==> config.mk <==
export PLATFORM = sky130hd
export DESIGN_NAME = spi_sram_ctrl
export DESIGN_NICKNAME = d
export VERILOG_FILES = /design/src/rtl/spisram_pkg.sv /design/src/rtl/spisram_shifter.sv /design/src/rtl/spisram_sizemap.sv /design/src/rtl/spisram_seq.sv /design/src/rtl/spi_sram_ctrl.sv
export SDC_FILE = /design/constraint.sdc
export NUM_CORES = 1
export LEC_CHECK = 0
export BUFFER_PORTS_ARGS = -buffer_cell sky130_fd_sc_hd__buf_2
export CORE_AREA = 2 2 112 114
export CTS_CLUSTER_SIZE = 10
export DETAILED_ROUTE_END_ITERATION = 8
export DIE_AREA = 0 0 114 116
export GPL_ROUTABILITY_DRIVEN = 0
export PLACE_DENSITY_LB_ADDON = 0.1
export SLEW_MARGIN = 10
export SYNTH_ARGS = -nofsm -noshare
export SYNTH_HDL_FRONTEND = slang
export SYNTH_SLANG_ARGS = --single-unit
==> constraint.sdc <==
create_clock -name clk -period 2.9 [get_ports clk]
set_input_delay 0 -clock clk [delete_from_list [all_inputs] [get_ports clk]]
set_output_delay 0 -clock clk [all_outputs]
set_load 0.1 [all_outputs]
==> src/rtl/spisram_pkg.sv <==
package spisram_pkg;

  typedef enum logic [1:0] {
    CMD_READ  = 2'd0,
    CMD_WRITE = 2'd1,
    CMD_SIZE  = 2'd2,
    CMD_CLEAR = 2'd3
  } cmd_op_e;

  typedef enum logic [2:0] {
    XK_CFG,
    XK_READ,
    XK_WRITE,
    XK_SIZE,
    XK_FILL
  } xfer_kind_e;

  typedef enum logic [2:0] {
    ST_BOOT_HI,
    ST_BOOT_LO,
    ST_BOOT_GAP,
    ST_IDLE,
    ST_XFER,
    ST_GAP
  } seq_state_e;

endpackage

==> src/rtl/spisram_shifter.sv <==
module spisram_shifter #(
  parameter int CLK_DIV = 2
) (
  input  logic       clk,
  input  logic       rst_n,
  input  logic       start,
  input  logic [7:0] tx_byte,
  input  logic       miso,
  output logic       sclk,
  output logic       mosi,
  output logic [7:0] rx_byte,
  output logic       byte_done,
  output logic       active
);

  localparam int DIV_W = $clog2(CLK_DIV + 1);

  logic [DIV_W-1:0] div_cnt;
  logic [2:0]       bit_idx;
  logic [7:0]       tx_sh;
  logic [7:0]       rx_sh;
  logic             sclk_q;
  logic             done_q;
  logic             act_q;

  always_ff @(posedge clk or negedge rst_n) begin
    if (!rst_n) begin
      div_cnt <= '0;
      bit_idx <= '0;
      tx_sh   <= '0;
      rx_sh   <= '0;
      sclk_q  <= 1'b0;
      done_q  <= 1'b0;
      act_q   <= 1'b0;
    end else begin
      done_q <= 1'b0;
      if (!act_q) begin
        if (start) begin
          act_q   <= 1'b1;
          tx_sh   <= tx_byte;
          bit_idx <= '0;
          div_cnt <= '0;
          sclk_q  <= 1'b0;
        end
      end else if (div_cnt == DIV_W'(CLK_DIV - 1)) begin
        div_cnt <= '0;
        if (!sclk_q) begin
          sclk_q <= 1'b1;
          rx_sh  <= {rx_sh[6:0], miso};
        end else begin
          sclk_q <= 1'b0;
          if (bit_idx == 3'd7) begin
            act_q  <= 1'b0;
            done_q <= 1'b1;
          end else begin
            bit_idx <= bit_idx + 3'd1;
            tx_sh   <= {tx_sh[6:0], 1'b0};
          end
        end
      end else begin
        div_cnt <= div_cnt + DIV_W'(1);
      end
    end
  end

  assign sclk      = sclk_q;
  assign mosi      = tx_sh[7];
  assign rx_byte   = rx_sh;
  assign byte_done = done_q;
  assign active    = act_q;

  AST_MOSI_STEADY_HIGH: assert property (@(posedge clk) disable iff (!rst_n)
    sclk_q |-> $stable(tx_sh[7]));

endmodule

==> src/rtl/spisram_sizemap.sv <==
module spisram_sizemap #(
  parameter int UNIT_LOG2 = 13
) (
  input  logic [7:0]           code,
  output logic [UNIT_LOG2+3:0] bytes
);

  always_comb begin
    bytes = '0;
    for (int k = 0; k < 4; k++) begin
      if (code == 8'(k)) bytes = (UNIT_LOG2 + 4)'(1) << (UNIT_LOG2 + k);
    end
  end

endmodule

==> src/rtl/spisram_seq.sv <==
module spisram_seq
  import spisram_pkg::*;
#(
  parameter int         CLK_DIV    = 2,
  parameter int         LEN_W      = 17,
  parameter int         UNIT_LOG2  = 13,
  parameter logic [7:0] OPC_READ   = 8'h03,
  parameter logic [7:0] OPC_WRITE  = 8'h02,
  parameter logic [7:0] OPC_WRSR   = 8'h01,
  parameter logic [7:0] OPC_MODEID = 8'h15,
  parameter logic [7:0] CFG_VALUE  = 8'h41
) (
  input  logic                 clk,
  input  logic                 rst_n,
  input  logic                 cmd_valid,
  output logic                 cmd_ready,
  input  logic [1:0]           cmd_op,
  input  logic [15:0]          cmd_addr,
  input  logic [LEN_W-1:0]     cmd_len,
  input  logic                 wr_valid,
  output logic                 wr_ready,
  input  logic [7:0]           wr_data,
  output logic                 rd_valid,
  input  logic                 rd_ready,
  output logic [7:0]           rd_data,
  output logic                 busy,
  output logic                 done,
  output logic [UNIT_LOG2+3:0] size_bytes,
  output logic                 cs_n,
  output logic                 sh_start,
  output logic [7:0]           sh_tx,
  input  logic                 sh_active,
  input  logic                 sh_done,
  input  logic [7:0]           sh_rx
);

  localparam int GAP_CYC = 2 * CLK_DIV;
  localparam int GAP_W   = $clog2(GAP_CYC) + 1;
  localparam int SZ_W    = UNIT_LOG2 + 4;
  localparam int CNT_W   = (LEN_W > SZ_W) ? LEN_W : SZ_W;

  seq_state_e       st;
  xfer_kind_e       kind;
  logic             cs_q;
  logic [GAP_W-1:0] gap_cnt;
  logic [1:0]       hdr_idx;
  logic [CNT_W-1:0] left;
  logic [15:0]      addr_q;
  logic             chain_fill;
  logic             flight_data;
  logic             rdv_q;
  logic [7:0]       rdd_q;
  logic [SZ_W-1:0]  size_q;
  logic [SZ_W-1:0]  size_map;
  logic             done_q;

  logic       gap_end;
  logic [1:0] hdr_len;
  logic       in_hdr;
  logic [7:0] opc_byte;
  logic [7:0] hdr_byte;
  logic [7:0] dat_byte;
  logic       can_issue;
  logic       start_c;
  logic       finish_c;
  logic       wr_rdy_c;

  spisram_sizemap #(.UNIT_LOG2(UNIT_LOG2)) u_map (
    .code  (sh_rx),
    .bytes (size_map)
  );

  assign gap_end = (gap_cnt == GAP_W'(GAP_CYC - 1));

  always_comb begin
    hdr_len = (kind == XK_READ || kind == XK_WRITE || kind == XK_FILL) ? 2'd3 : 2'd1;
    in_hdr  = (hdr_idx < hdr_len);
    case (kind)
      XK_CFG:  opc_byte = OPC_WRSR;
      XK_SIZE: opc_byte = OPC_MODEID;
      XK_READ: opc_byte = OPC_READ;
      default: opc_byte = OPC_WRITE;
    endcase
    case (hdr_idx)
      2'd0:    hdr_byte = opc_byte;
      2'd1:    hdr_byte = addr_q[15:8];
      default: hdr_byte = addr_q[7:0];
    endcase
    case (kind)
      XK_CFG:   dat_byte = CFG_VALUE;
      XK_SIZE:  dat_byte = 8'hFF;
      XK_WRITE: dat_byte = wr_data;
      default:  dat_byte = 8'h00;
    endcase
  end

  always_comb begin
    can_issue = (st == ST_XFER) && !sh_active;
    start_c   = 1'b0;
    finish_c  = 1'b0;
    wr_rdy_c  = 1'b0;
    if (can_issue) begin
      if (in_hdr) begin
        start_c = 1'b1;
      end else if (left != '0) begin
        case (kind)
          XK_WRITE: begin
            wr_rdy_c = 1'b1;
            start_c  = wr_valid;
          end
          XK_READ: start_c = !rdv_q && !sh_done;
          default: start_c = 1'b1;
        endcase
      end else begin
        finish_c = 1'b1;
      end
    end
  end

  always_ff @(posedge clk or negedge rst_n) begin
    if (!rst_n) begin
      st          <= ST_BOOT_HI;
      kind        <= XK_CFG;
      cs_q        <= 1'b1;
      gap_cnt     <= '0;
      hdr_idx     <= '0;
      left        <= '0;
      addr_q      <= '0;
      chain_fill  <= 1'b0;
      flight_data <= 1'b0;
      rdv_q       <= 1'b0;
      rdd_q       <= '0;
      size_q      <= '0;
      done_q      <= 1'b0;
    end else begin
      done_q <= 1'b0;
      if (rdv_q && rd_ready) rdv_q <= 1'b0;
      if (sh_done && flight_data) begin
        if (kind == XK_READ) begin
          rdd_q <= sh_rx;
          rdv_q <= 1'b1;
        end
        if (kind == XK_SIZE) size_q <= size_map;
      end
      case (st)
        ST_BOOT_HI: begin
          gap_cnt <= gap_cnt + GAP_W'(1);
          if (gap_end) begin
            gap_cnt <= '0;
            cs_q    <= 1'b0;
            st      <= ST_BOOT_LO;
          end
        end
        ST_BOOT_LO: begin
          gap_cnt <= gap_cnt + GAP_W'(1);
          if (gap_end) begin
            gap_cnt <= '0;
            cs_q    <= 1'b1;
            st      <= ST_BOOT_GAP;
          end
        end
        ST_BOOT_GAP: begin
          gap_cnt <= gap_cnt + GAP_W'(1);
          if (gap_end) begin
            gap_cnt <= '0;
            kind    <= XK_CFG;
            left    <= CNT_W'(1);
            hdr_idx <= '0;
            cs_q    <= 1'b0;
            st      <= ST_XFER;
          end
        end
        ST_IDLE: begin
          if (cmd_valid) begin
            addr_q     <= cmd_addr;
            hdr_idx    <= '0;
            cs_q       <= 1'b0;
            st         <= ST_XFER;
            chain_fill <= (cmd_op_e'(cmd_op) == CMD_CLEAR);
            case (cmd_op_e'(cmd_op))
              CMD_READ: begin
                kind <= XK_READ;
                left <= CNT_W'(cmd_len);
              end
              CMD_WRITE: begin
                kind <= XK_WRITE;
                left <= CNT_W'(cmd_len);
              end
              default: begin
                kind <= XK_SIZE;
                left <= CNT_W'(1);
              end
            endcase
          end
        end
        ST_XFER: begin
          if (start_c) begin
            flight_data <= !in_hdr;
            if (in_hdr) hdr_idx <= hdr_idx + 2'd1;
            else        left    <= left - CNT_W'(1);
          end
          if (finish_c) begin
            cs_q    <= 1'b1;
            gap_cnt <= '0;
            st      <= ST_GAP;
          end
        end
        default: begin
          gap_cnt <= gap_cnt + GAP_W'(1);
          if (gap_end) begin
            gap_cnt <= '0;
            if (kind == XK_CFG) begin
              st <= ST_IDLE;
            end else if (chain_fill) begin
              chain_fill <= 1'b0;
              kind       <= XK_FILL;
              left       <= CNT_W'(size_q);
              addr_q     <= '0;
              hdr_idx    <= '0;
              cs_q       <= 1'b0;
              st         <= ST_XFER;
            end else begin
              st     <= ST_IDLE;
              done_q <= 1'b1;
            end
          end
        end
      endcase
    end
  end

  assign cmd_ready  = (st == ST_IDLE);
  assign busy       = !cmd_ready;
  assign done       = done_q;
  assign wr_ready   = wr_rdy_c;
  assign rd_valid   = rdv_q;
  assign rd_data    = rdd_q;
  assign size_bytes = size_q;
  assign cs_n       = cs_q;
  assign sh_start   = start_c;
  assign sh_tx      = in_hdr ? hdr_byte : dat_byte;

  AST_DONE_ONE_CYCLE: assert property (@(posedge clk) disable iff (!rst_n)
    done_q |=> !done_q);
  AST_DONE_CS_HIGH: assert property (@(posedge clk) disable iff (!rst_n)
    done_q |-> cs_q);
  AST_RD_HOLD: assert property (@(posedge clk) disable iff (!rst_n)
    (rdv_q && !rd_ready) |=> (rdv_q && $stable(rdd_q)));
  AST_WR_IN_WINDOW: assert property (@(posedge clk) disable iff (!rst_n)
    (wr_valid && wr_rdy_c) |-> !cs_q);
  AST_NO_START_WHILE_SHIFT: assert property (@(posedge clk) disable iff (!rst_n)
    sh_active |-> !start_c);

endmodule

==> src/rtl/spi_sram_ctrl.sv <==
module spi_sram_ctrl #(
  parameter int         CLK_DIV    = 2,
  parameter int         LEN_W      = 17,
  parameter int         UNIT_LOG2  = 13,
  parameter logic [7:0] OPC_READ   = 8'h03,
  parameter logic [7:0] OPC_WRITE  = 8'h02,
  parameter logic [7:0] OPC_WRSR   = 8'h01,
  parameter logic [7:0] OPC_MODEID = 8'h15,
  parameter logic [7:0] CFG_VALUE  = 8'h41
) (
  input  logic                 clk,
  input  logic                 rst_n,
  input  logic                 cmd_valid,
  output logic                 cmd_ready,
  input  logic [1:0]           cmd_op,
  input  logic [15:0]          cmd_addr,
  input  logic [LEN_W-1:0]     cmd_len,
  input  logic                 wr_valid,
  output logic                 wr_ready,
  input  logic [7:0]           wr_data,
  output logic                 rd_valid,
  input  logic                 rd_ready,
  output logic [7:0]           rd_data,
  output logic                 busy,
  output logic                 done,
  output logic [UNIT_LOG2+3:0] size_bytes,
  output logic                 sclk,
  output logic                 mosi,
  input  logic                 miso,
  output logic                 cs_n
);

  logic       sh_start;
  logic [7:0] sh_tx;
  logic       sh_active;
  logic       sh_done;
  logic [7:0] sh_rx;

  spisram_seq #(
    .CLK_DIV    (CLK_DIV),
    .LEN_W      (LEN_W),
    .UNIT_LOG2  (UNIT_LOG2),
    .OPC_READ   (OPC_READ),
    .OPC_WRITE  (OPC_WRITE),
    .OPC_WRSR   (OPC_WRSR),
    .OPC_MODEID (OPC_MODEID),
    .CFG_VALUE  (CFG_VALUE)
  ) u_seq (
    .clk        (clk),
    .rst_n      (rst_n),
    .cmd_valid  (cmd_valid),
    .cmd_ready  (cmd_ready),
    .cmd_op     (cmd_op),
    .cmd_addr   (cmd_addr),
    .cmd_len    (cmd_len),
    .wr_valid   (wr_valid),
    .wr_ready   (wr_ready),
    .wr_data    (wr_data),
    .rd_valid   (rd_valid),
    .rd_ready   (rd_ready),
    .rd_data    (rd_data),
    .busy       (busy),
    .done       (done),
    .size_bytes (size_bytes),
    .cs_n       (cs_n),
    .sh_start   (sh_start),
    .sh_tx      (sh_tx),
    .sh_active  (sh_active),
    .sh_done    (sh_done),
    .sh_rx      (sh_rx)
  );

  spisram_shifter #(.CLK_DIV(CLK_DIV)) u_shift (
    .clk       (clk),
    .rst_n     (rst_n),
    .start     (sh_start),
    .tx_byte   (sh_tx),
    .miso      (miso),
    .sclk      (sclk),
    .mosi      (mosi),
    .rx_byte   (sh_rx),
    .byte_done (sh_done),
    .active    (sh_active)
  );

  AST_SCLK_NEEDS_CS: assert property (@(posedge clk) disable iff (!rst_n)
    cs_n |-> !sclk);
  AST_START_IN_WINDOW: assert property (@(posedge clk) disable iff (!rst_n)
    sh_start |-> !cs_n);

endmodule

---- Word level (Yosys, flattened, before mapping) ----
Index checks and enable logic that the tools add are counted.
storage, ports and cells
  logic and storage cells ................. 214
  input port bits ......................... 49
  register bits ........................... 98
operators by class
  bitwise operators ....................... 5
  muxes and demuxes ....................... 106
  add/sub/neg operators ................... 5
  eq/ne operators ......................... 33
  $lt $le $gt $ge ......................... 1
  reductions and logical operators ........ 44
operators by type and width
  cell                     count
  $mux W17                 11
  $pmux W17 S4             1
  $mux W16                 4
  $mux W3                  20
  $mux W8                  6
  $mux W1                  40
  $pmux W16 S2             1
  $pmux W8 S3              1
  $mux W2                  11
  $reduce_bool A17 Y1      1
  $sub A17 B1 Y17 const B  1
  $eq A8 B2 Y1 const B     2
  $ne A2 B1 Y1 const B     8
  $pmux W8 S2              1
  $reduce_and A8 Y1        2
  $eq A3 B2 Y1 const B     5
  $pmux W3 S5              1
  $pmux W5 S3              1
  $mux W14                 1
  $reduce_and A6 Y1        2
  $ne A2 B2 Y1 const B     5
  $reduce_and A2 Y1        5
  $eq A3 B3 Y1 const B     3
  $pmux W3 S3              1
  other kinds (34)         60

---- Depth between registers and ports, before layout ----
Gate-level depths: netlist of the first run.
  depth after elaboration ................. 9
  mapped depth ............................ 11

---- Hierarchy ----
Synthesis of the first run repeated with hierarchy kept, for this count alone.
second synthesis, totals
  cell total of the unflattened synthesis .. 481
  area, all modules ....................... 5,068.6 sq um
modules (own cells, without submodules)
  module           cells each  area each (sq um)  times used
  spisram_seq      369         3,833.7            1
  spisram_shifter  90          1,076.0            1
  spisram_sizemap  22          158.9              1

---- Least setup slack after synthesis of the first run ----
OpenSTA, ideal clock, no wires.
  path type ............................... register -> register
  start ................................... register u_seq.st[2]
  end ..................................... register u_seq.gap_cnt[0]
  buffers on the path ..................... 0
  cell stages (with the launch flop) ...... 6
  setup slack ............................. 246 ps
  arrival time ............................ 2,539 ps
  path through ............................ dfrtp_1 nor2b_1 nand2_1 inv_1 o21ai_0 o41ai_1
between the ends
  elaborated cells on any way between the ends .. 8
  classes of those cells .................. eq/ne: 3; mux: 2; bitwise: 1; reduce/logical: 2
RTL lines
  item                         line                 source
  start: declaration           spisram_seq.sv:42    seq_state_e st;
  start signal: assignment     spisram_seq.sv:122   st <= ST_BOOT_HI;
  start signal: assignment     spisram_seq.sv:151   st <= ST_BOOT_LO;
  start signal: assignment     spisram_seq.sv:159   st <= ST_BOOT_GAP;
  $eq A3 B2 Y1 *               n/a
  named net cmd_ready          spi_sram_ctrl.sv:14  output logic cmd_ready,
  $not A1 Y1 (no line)         n/a
  $reduce_and A2 Y1 (no line)  n/a
  end signal: assignment       spisram_seq.sv:147   gap_cnt <= gap_cnt + GAP_W'(1);
  end signal: assignment       spisram_seq.sv:155   gap_cnt <= gap_cnt + GAP_W'(1);
  end signal: assignment       spisram_seq.sv:163   gap_cnt <= gap_cnt + GAP_W'(1);
  end: declaration             spisram_seq.sv:45    logic [GAP_W-1:0] gap_cnt;
The timed path passes the listed nets; every way through them passes the cells marked *.
A chain may end at the register's enable or synchronous reset.

---- Worst setup path in the final report of the first run ----
  start ................................... register u_seq.kind[1]
  end ..................................... output wr_ready
between the ends
  cells in the longest elaborated chain, start to end .. 7
  elaborated cells on any way between the ends .. 11
  classes of those cells .................. order compare: 1; eq/ne: 3; mux: 5; reduce/logical: 2
ends and longest elaborated chain
  item                                                 line                                   source
  start: declaration                                   spisram_seq.sv:43                      xfer_kind_e kind;
  start signal: assignment                             spisram_seq.sv:123                     kind <= XK_CFG;
  start signal: assignment                             spisram_seq.sv:166                     kind <= XK_CFG;
  start signal: assignment                             spisram_seq.sv:182                     kind <= XK_READ;
  $eq A3 B1 Y1 / $eq A3 B2 Y1 (equally long branches)  spisram_seq.sv:76, spisram_seq.sv:106
  $logic_or A1 B1 Y1 (2 in a row)                      spisram_seq.sv:76                      hdr_len = (kind == XK_READ || kind == XK_WRITE || kind == XK_FILL) ? 2'd3 : 2'd1;
  $mux W2                                              spisram_seq.sv:76
  $lt A2 B2 Y1                                         spisram_seq.sv:77                      in_hdr = (hdr_idx < hdr_len);
  $mux W1 *                                            spisram_seq.sv:103                     if (in_hdr) begin
  $mux W1 *                                            spisram_seq.sv:102                     if (can_issue) begin
  end: declaration                                     spi_sram_ctrl.sv:19                    output logic wr_ready,
Every way passes the cells marked *; elsewhere a longest branch is shown, timed or not.

==> results of run 1 <==
worst paths after layout:
check	from	endpoint	slack, ns	cells after the start
worst max-delay path	u_seq.kind[1]	wr_ready	0.19	8
worst min-delay path	cmd_valid	u_seq.st[1]	0.09	4
worst max register to register	u_seq.kind[1]	u_shift.tx_sh[3]	0.36	9
worst min register to register	u_seq.gap_cnt[0]	u_seq.gap_cnt[0]	0.50	1
max in group asynchronous	rst_n	u_seq.cs_n	1.88	3
min in group asynchronous	rst_n	u_seq.left[10]	0.27	2
metal layers:
metal	wire, um	part of all wire [%]	vias up	GRT usage [%]
met4	224	1.8	0	8.05
met5	0	0	-	0
met3	633	5.2	17	3.77
met1	5800	48	1973	27.6
li1	-	-	1978	-
met2	5490	45	120	29.1
cell families after synthesis:
group                      count (synthesis)
and+or+nand+nor                          168
AOI/OAI and AO/OA                        154
DFF                                       85
buffers and inverters                     51
muxes                                     30
adders and majority gates                  8
xor gates and xnor gates                   2
other                                      1
repair_timing:
action | in CTS | in global routing
hold endpoints to repair | 87 | 0
hold buffers | 33 | 0
setup endpoints to repair | 1 | 1
gates resized for setup | 1 | 1
sequential cells by signal, summed over array words and instances (netlist names), 3 cells and up:
register / count
u_seq.st: 3
u_seq.rd_data: 8
u_seq.addr_q: 16
u_seq.size_bytes: 4
u_shift.tx_sh: 8
u_seq.kind: 3
u_shift.bit_idx: 3
u_seq.left: 17
u_seq.gap_cnt: 3
u_shift.rx_byte: 8
critical path, delay by kind of cell (launching register included):
kind,cells,cell delay [ns]
xor gates and xnor gates,1,0.17
and+or+nand+nor,2,0.52
adders and majority gates,1,0.29
AOI/OAI and AO/OA,3,0.64
DFF,1,0.53
buffers and inverters,1,0.20
power groups by stage:
stage	registers (mW)	logic [mW]	clock network, mW
finish	2.03	3.17	1.29
global route	2.09	3.52	1.36
CTS	2.02	3.18	1.31
detailed placement	2.04	3.13	0
global placement	2.03	3.09	0
floorplan	2.08	2.33	0
Yosys cell counts, types with 4 or more instances:
cell,number
nand3_1,8
mux2_4,8
a32o_1,4
buf_4,14
nor3_1,12
nand2_1,64
o211ai_1,5
ha_1,8
inv_1,16
nor2b_1,7
o21a_1,7
nor2_1,42
o21ai_1,26
a31oi_1,4
mux2_2,20
dfrtp_1,84
a21oi_1,47
a22oi_1,10
and2_1,4
nor4_1,5
clkbuf_1,10
buf_2,6
nand2b_1,6
o21ai_0,16
a21o_1,6
through the flow:
step / total power [mW] / hold WS, ns / utilization, % / area, um2
after global routing: 6.97 / 0.123 / 49.3 / 5880
after global placement: 5.12 / 0.120 / 43.8 / 5220
after CTS: 6.51 / 0.0805 / 49.3 / 5880
final: 6.48 / 0.0887 / 49.3 / 5880
after floorplan: 4.41 / -0.296 / - / 4750
after detailed placement: 5.16 / 0.124 / 43.8 / 5220
layout make-up:
class                   instances  area share, %
multi-input cells             375           39.7
flip-flops and latches         85           36.2
repair buffers                120           14.3
clock buffers                   9           3.83
well taps                     147           3.13
clock inverters                 7           1.75
inverters                      16           1.02
==> results by group, run 1 <==
Floorplan
  • DIE WIDTH: 114 um
  • Starting Density: 39.5%
  • Die Y: 116 um
  • Row Count: 40
  • DIE AREA: 13200 um2
  • Core Area: 11900 um2
  • I/O pin count: 82

Yosys
  • Syn Inst Count: 499
  • Cell taking the most area after synthesis: dfrtp_1
  • Post-synthesis compound-gate area fraction: 21.1%
  • Cell Area, Synth: 4710 um2
  • FF+latch count, synth: 85
  • Post-synth EDFFs: 0
  • Post-synth ARST share: 100%
  • Most used DFF post-synth: dfrtp_1
  • Synth warnings: 0
  • Ranking of synthesized cells by area: dfrtp_1 (45%), nand2_1 (5.1%), a21oi_1 (5.0%)
  • Seq/Total Area, Yosys: 45.2%
  • Xor and xnor area share after synthesis: 0.372%
  • Netlist cell types: 70
  • Mean Syn Cell Area: 9.43 um2
  • Largest family of logic cells by synthesized area: compound AO/OA/AOI/OAI gates
  • Post-synthesis simple-gate area fraction: 17.1%
  • Mux cell area share after synthesis: 7.76%
  • Synth top area share: 44.7%
  • Area share of fa/ha/maj cells after synthesis: 2.13%

Placement
  • Post-DP HPWL: 8.60 mm
  • Pre-CTS setup slack: 0.273 ns
  • Number of port buffers: 68
  • Placed instance count: 710

Layout
  • Layout cell share with drive strength beyond 1: 24.5%
  • NumNets Final: 664
  • Most frequent cells in the layout: dfrtp_1 (83), buf_2 (66), nand2_1 (64)
  • # fillers: 1156
  • Ant diodes: 0
  • Footprint of the multi-input gates: 2330 um2
  • Register area: 2130 um2
  • Leading cell type in the layout, fill and taps excluded: dfrtp_1
  • Synthesis-to-layout area growth: 24.9%
  • Post-route non-filler standard cell count: 759

Drt
  • Vias per inst: 5.39
  • Wirelength, routed: 12.1 mm
  • Final antenna-violating net count: 0
  • TritonRoute pass-1 iters: 4
  • Starting DRT DRC Count: 284
  • Wire per inst: 16.0 um
  • Via count: 4088
  • DRC viols: 0

Job
  • Max-cap violations: 0

Clock network
  • CTS Root Cell: clkbuf_16
  • Clock Tree Buf Depth: 2
  • Clk_lat worst skew: 0.35 ns
  • Clk sink count: 85
  • Htree depth: 3
  • CTS tree: yes
  • Clock transition at path regs: 0.07 ns
  • CTS buffer count: 9
  • Post-CTS Setup Inserts: 0

Setup path
  • Critical Path AT: 2.71 ns
  • Worst setup EP type: output pin
  • Critical-path cell list: xor2_1 > o21ai_0 > ha_1 > a21o_2 > nand2_1 > nor4_1 > o21a_1 > buf_12
  • Startpoint types: flop
  • Data required, critical path: 2.90 ns
  • WS Path Type: reg2out
  • Worst Path Max Fanout: 13
  • Crit-path max cell delay: 0.53 ns
  • Critical Path Slowest Stage Cell: dfrtp_1

Timing
  • Final setup margin: 0.190 ns
  • Final worst path period need: 2.71 ns
  • Setup_tns: 0 ns
  • Tcrit/Tclk final: 93.4%
  • Slew @ Worst Pin: 0.858 ns
  • Max Fclk: 0.369 GHz
  • Final Hold Viols: 0
  • RSZ-0062 raised after global routing: no
  • Final Slew Violations: 0
  • Slew margin rel.: 42.1%
  • Final setup violation count: 0
  • Post-Route Skew: 0.00637 ns

Global routing
  • Largest net degree at the start of global routing: 58
  • Overflow after GRT: 0
  • Vias in the first global route: 4020
  • Initial antenna violation count: 0
  • First-pass GRT wire length: 20.1 mm
  • Overall Global Routing Usage: 19.4%

Outcome
  • Status: finished clean

Power and ir drop
  • Pint: 3.60 mW
  • Power share of the combinational group: 48.9%
  • Clk pwr share: 19.9%
  • Cell leakage power: 2.77 nW
  • Peak VDD IR: 605 uV
  • Power Dens Cells: 1100 nW/um2
  • Flop pwr share: 31.3%
  • Switching part of the total: 44.4%
  • Switching pwr: 2.88 mW

Min path
  • HP Class: in2reg
Note: power is estimated with default switching activity, not from simulation.
==> run 2: changes to the inputs <==
- ABC_AREA: unset -> 1
- CORE_AREA: 2 2 112 114 -> 2 2 113 115
- DIE_AREA: 0 0 114 116 -> 0 0 115 117
- TNS_END_PERCENT: unset -> 50
==> results by group, run 2 <==
Yosys
  • Ranking of synthesized cells by area: dfrtp_1 (44%), nand2_1 (18%), nand3_1 (8.6%)
  • Syn Inst Count: 662
  • Cell taking the most area after synthesis: dfrtp_1
  • FF+latch count, synth: 85
  • Synth warnings: 0
  • Xor and xnor area share after synthesis: 0.364%
  • Mux cell area share after synthesis: 0.234%
  • Post-synthesis simple-gate area fraction: 35.1%
  • Area share of fa/ha/maj cells after synthesis: 2.08%
  • Seq/Total Area, Yosys: 44.3%
  • Synth top cells by count: nand2_1 (226), dfrtp_1 (84), nand3_1 (83)
  • Largest family of logic cells by synthesized area: simple AND/OR/NAND/NOR gates
  • Most used DFF post-synth: dfrtp_1
  • Synth top area share: 43.7%
  • Cell Area, Synth: 4810 um2
  • Post-synth EDFFs: 0
  • Post-synthesis compound-gate area fraction: 9.26%
  • Netlist cell types: 36
  • Post-synth ARST share: 100%
  • Count leader, synth: nand2_1
  • Mean Syn Cell Area: 7.26 um2

Timing
  • RSZ-0062 raised after global routing: no
  • Final Slew Violations: 0
  • Setup_tns: 0 ns
  • Tcrit/Tclk final: 91.0%
  • Post-Route Skew: 0.00615 ns
  • Min Hold Slack: 0.0117 ns
  • Max Fclk: 0.379 GHz
  • Final Hold Viols: 0
  • Slew @ Worst Pin: 0.796 ns
  • Final setup margin: 0.261 ns
  • Slew margin rel.: 46.9%
  • Final setup violation count: 0
  • Final worst path period need: 2.64 ns

Drt
  • TritonRoute pass-1 iters: 5
  • Vias per inst: 4.92
  • DRC viols: 0
  • Met3 routed wirelength: 454 um
  • Wire per inst: 13.6 um
  • WL met1: 5.84 mm
  • Met2 Wirelength: 5.84 mm
  • Via count: 4469
  • Final antenna-violating net count: 0
  • Wirelength, routed: 12.4 mm
  • Top Metal Used: met4
  • Starting DRT DRC Count: 257

Clock network
  • CTS buffer count: 9
  • Post-CTS Setup Inserts: 0
  • CTS tree: yes
  • CTS Root Cell: clkbuf_16
  • Htree depth: 3
  • Clock transition at path regs: 0.07 ns
  • Clk_lat worst skew: 0.35 ns
  • Clk sink count: 85
  • Clock Tree Buf Depth: 2

Min path
  • WHS Endpoint: u_seq.left[4]
  • HP Class: in2reg
  • Worst Hold Launch: cmd_len[4]
  • Hold Path Stages: 5

Placement
  • Post-DP HPWL: 8.63 mm
  • Number of port buffers: 68
  • Placed instance count: 864
  • Dpl cell area: 5230 um2
  • Pre-CTS setup slack: 0.266 ns

Setup path
  • Startpoint types: flop
  • Critical Path AT: 2.64 ns
  • R2r endpoint: u_shift.bit_idx[1]
  • Worst setup EP type: output pin
  • WS Path Type: reg2out
  • Path depth of the worst reg2reg path: 13
  • Data required, critical path: 2.90 ns
  • Critical R2R Launch: u_seq.kind[0]
  • Worst Path Max Fanout: 11
  • Flop2flop setup slack: 0.35 ns

Layout
  • Synthesis-to-layout area growth: 21.6%
  • Biggest register: u_seq.left
  • Core Util, Final: 47.5%
  • Most frequent cells in the layout: nand2_1 (225), dfrtp_1 (84), nand3_1 (83)
  • Footprint of the multi-input gates: 2320 um2
  • Top flop regs: u_seq.left (17), u_seq.addr_q (16)
  • # fillers: 1282
  • Design area: 5850 um2
  • NumNets Final: 811
  • Register area: 2130 um2
  • Leading cell type in the layout, fill and taps excluded: nand2_1
  • Layout cell share with drive strength beyond 1: 15.9%
  • Post-route non-filler standard cell count: 909
  • Largest register FFs: 17
  • Ant diodes: 0

Power and ir drop
  • Peak VDD IR: 426 uV
  • Cell leakage power: 3.14 nW
  • Pwr Total: 6.29 mW
  • Power Dens Cells: 1080 nW/um2

Floorplan
  • DIE AREA: 13500 um2
  • Core Area: 12300 um2
  • Starting Density: 39.1%
  • Row Count: 41
  • Die Y: 117 um
  • DIE WIDTH: 115 um
  • I/O pin count: 82

Job
  • Max-cap violations: 0

Global routing
  • Initial antenna violation count: 0
  • Largest net degree at the start of global routing: 60
  • First-pass GRT wire length: 20.8 mm
  • Vias in the first global route: 4338
  • Overall Global Routing Usage: 19.6%
  • Overflow after GRT: 0

Outcome
  • Status: finished clean
run 2: changes by cell type after synthesis, moves of 7 or more:
cell,previous run,this run
nand2_1,64,226
mux2_4,8,0
mux2_2,20,1
nor3_1,12,5
a21oi_1,47,11
nand3_1,8,83
nand2_2,1,9
nor2b_1,7,0
inv_1,16,49
o21ai_0,16,46
o21ai_1,26,6
nor2_1,42,58
run 2: power breakdown:
group          internal, mW  switching, mW
registers              1.57          0.347
clock network         0.759          0.526
logic                 0.911           2.18
total                  3.24           3.05
run 2: what timing repair did:
| action | 4_1_cts | 5_1_grt |
|---|---|---|
| gates resized for setup | 0 | 2 |
| hold buffers | 29 | 0 |
| endpoints found under the setup margin | 0 | 12 |
| hold endpoints to repair | 85 | 0 |
run 2: area by class of cell:
cell class	count	area share, %
Timing Repair Buffer	103	11.6
Clock inverter	7	1.69
Tap cell	150	3.21
Inverter	55	3.53
Clock buffer	9	3.85
Multi-Input combinational cell	500	39.7
Sequential cell	85	36.4
run 2: cells by family (layout without fill, tap and decap cells):
kind of cell             after synthesis  after routing
AND/OR/NAND/NOR                      395            395
buffers and inverters                 89            174
flip-flops                            85             85
AO/OA/AOI/OAI                         81             81
adder cells (fa/ha/maj)                8              8
XOR/XNOR                               2              2
other                                  1             13
multiplexers                           1              1
run 2: how the worst max path moves through the flow:
stage | startpoint | endpoint | slack [ns] | cells past startpoint
after CTS | u_seq.kind[0] | wr_ready | 0.17 | 10
after detailed placement | u_seq.kind[0] | u_shift.tx_sh[7] | 0.27 | 13
after global placement | u_seq.kind[0] | u_shift.bit_idx[2] | 0.45 | 13
after global routing | u_seq.kind[0] | wr_ready | 0.08 | 10
after floorplan | u_seq.kind[2] | wr_ready | 0.31 | 9
final | u_seq.kind[0] | wr_ready | 0.26 | 10
run 2: metal layers:
metal	global-route usage [%]	vias up
li1	-	2288
met1	26.0	2093
met2	32.3	72
met3	2.88	16
met4	8.19	0
met5	0	-
run 2: critical path: stages (launching register included):
cell,delay [ns]
dfrtp_1,0.49
inv_1,0.20
nand3_1,0.16
nand2_1,0.12
a21oi_1,0.05
ha_1,0.30
a21oi_2,0.07
inv_1,0.15
nand3_1,0.14
nor3b_2,0.24
clkbuf_4,0.37
==> run 3: changes to the inputs <==
- RECOVER_POWER: unset -> 100
- SLEW_MARGIN: 10 -> 20
==> results by group, run 3 (synthesized netlist as in run 2, its figures left out) <==
Outcome
  • Status: finished, violations left
  • Failing checks: capacitance limit, slew limit

Global routing
  • M2 GR Usage: 32.3%
  • Initial antenna violation count: 0
  • M1 GR Usage: 26.0%
  • First-pass GRT wire length: 20.8 mm
  • Overflow after GRT: 0
  • Vias in the first global route: 4338
  • Gr busiest metal: met2
  • Largest net degree at the start of global routing: 60
  • Met3 usage: 2.88%
  • Overall Global Routing Usage: 19.6%

Floorplan
  • I/O pin count: 82
  • DIE AREA: 13500 um2
  • Starting Density: 39.1%
  • Core Area: 12300 um2
  • Die Y: 117 um
  • Row Count: 41
  • DIE WIDTH: 115 um

Power and ir drop
  • Pwr Total: 6.26 mW
  • Power Dens Cells: 1080 nW/um2
  • Peak VDD IR: 437 uV
  • Cell leakage power: 3.05 nW

Setup path
  • Flop2flop setup slack: 0.32 ns
  • WS Path Type: reg2out
  • Crit-path max cell delay: 0.49 ns
  • Worst Path Max Fanout: 11
  • Critical-path cell list: inv_1 > nand3_1 > nand2_1 > a21oi_1 > ha_1 > a21oi_2 > inv_1 > nand3_1 > nor3b_2 > clkbuf_4
  • Critical Path AT: 2.65 ns
  • Critical Path Slowest Stage Cell: dfrtp_1
  • Worst setup EP type: output pin
  • Startpoint types: flop
  • Data required, critical path: 2.90 ns

Layout
  • Biggest register: u_seq.left
  • Ant diodes: 0
  • Layout cell share with drive strength beyond 1: 12.4%
  • # fillers: 1287
  • Leading cell type in the layout, fill and taps excluded: nand2_1
  • Post-route non-filler standard cell count: 909
  • Largest register FFs: 17
  • Most frequent cells in the layout: nand2_1 (228), dfrtp_1 (84), nand3_1 (83)
  • Top flop regs: u_seq.left (17), u_seq.addr_q (16)
  • NumNets Final: 811
  • Synthesis-to-layout area growth: 20.7%

Timing
  • RSZ-0062 raised after global routing: no
  • Final Slew Violations: 60
  • Post-Route Skew: 0.00494 ns
  • Final worst path period need: 2.65 ns
  • Tcrit/Tclk final: 91.4%
  • Setup_tns: 0 ns
  • Max Fclk: 0.377 GHz
  • Slew @ Worst Pin: 1.56 ns
  • Slew margin rel.: -4.29%
  • Final setup violation count: 0
  • Final Hold Viols: 0

Drt
  • DRC viols: 0
  • Wirelength, routed: 12.4 mm
  • Final antenna-violating net count: 0
  • TritonRoute pass-1 iters: 6
  • Vias per inst: 4.95
  • Wire per inst: 13.6 um
  • Starting DRT DRC Count: 258
  • Via count: 4497

Placement
  • Placed instance count: 864
  • Post-DP HPWL: 8.63 mm
  • Number of port buffers: 68

Clock network
  • Htree depth: 3
  • Clk_lat worst skew: 0.35 ns
  • CTS Root Cell: clkbuf_16
  • Clock Tree Buf Depth: 2
  • Post-CTS Setup Inserts: 0
  • Clock transition at path regs: 0.06 ns
  • CTS buffer count: 9
  • Clk sink count: 85
  • CTS tree: yes

Job
  • Max-cap violations: 1

Min path
  • HP Class: in2reg
[run 3: layout make-up]
cell class / count / area, um2 / area share [%]
Multi-Input combinational cell: 500 / 2310 / 39.8
Inverter: 55 / 206 / 3.56
Clock buffer: 9 / 225 / 3.88
Tap cell: 150 / 188 / 3.23
Timing Repair Buffer: 103 / 647 / 11.1
Sequential cell: 85 / 2130 / 36.7
Clock inverter: 7 / 98.8 / 1.70
[run 3: path summary, 6_finish.rpt]
kind / startpoint / endpoint / depth (start not counted)
min reg2reg: u_shift.tx_sh[6] / u_shift.tx_sh[6] / 2
max reg2reg: u_seq.kind[0] / u_seq.st[0] / 11
min in group asynchronous: rst_n / u_seq.gap_cnt[0] / 2
min: cmd_op[1] / u_seq.kind[1] / 3
max in group asynchronous: rst_n / u_seq.st[0] / 3
max: u_seq.kind[0] / wr_ready / 10
[run 3: per-stage QoR]
stage	setup WS [ns]	instance area [um2]	util, %	hold slack, ns
finish	0.249	5800	47.1	0.00902
global route	0.0899	5800	47.1	0.0362
CTS	0.167	5840	47.4	0.00303
detailed placement	0.266	5230	42.5	0.148
global placement	0.453	5230	42.5	0.135
floorplan	0.310	4860	-	-0.296
[run 3: critical path: cells and delay by family (launching register included)]
family	cells	cell delay (ns)
flops	1	0.49
simple gates	4	0.66
buf+inv	3	0.73
compound gates	2	0.12
fa+ha+maj	1	0.29
[run 3: timing repair]
action / in CTS / in global routing
gates resized for setup: 0 / 2
hold endpoints to repair: 85 / 0
hold buffers: 29 / 0
endpoints found under the setup margin: 0 / 12
[run 3: layer usage]
metal	vias up	part of all wire, %
li1	2290	-
met3	16	3.6
met5	-	0
met1	2109	48
met4	0	1.8
met2	82	47
[run 3: power breakdown]
| group | switching (mW) | total (mW) | internal, mW |
|---|---|---|---|
| Combinational | 2.17 | 3.06 | 0.890 |
| Clock | 0.528 | 1.29 | 0.759 |
| Sequential | 0.344 | 1.92 | 1.57 |
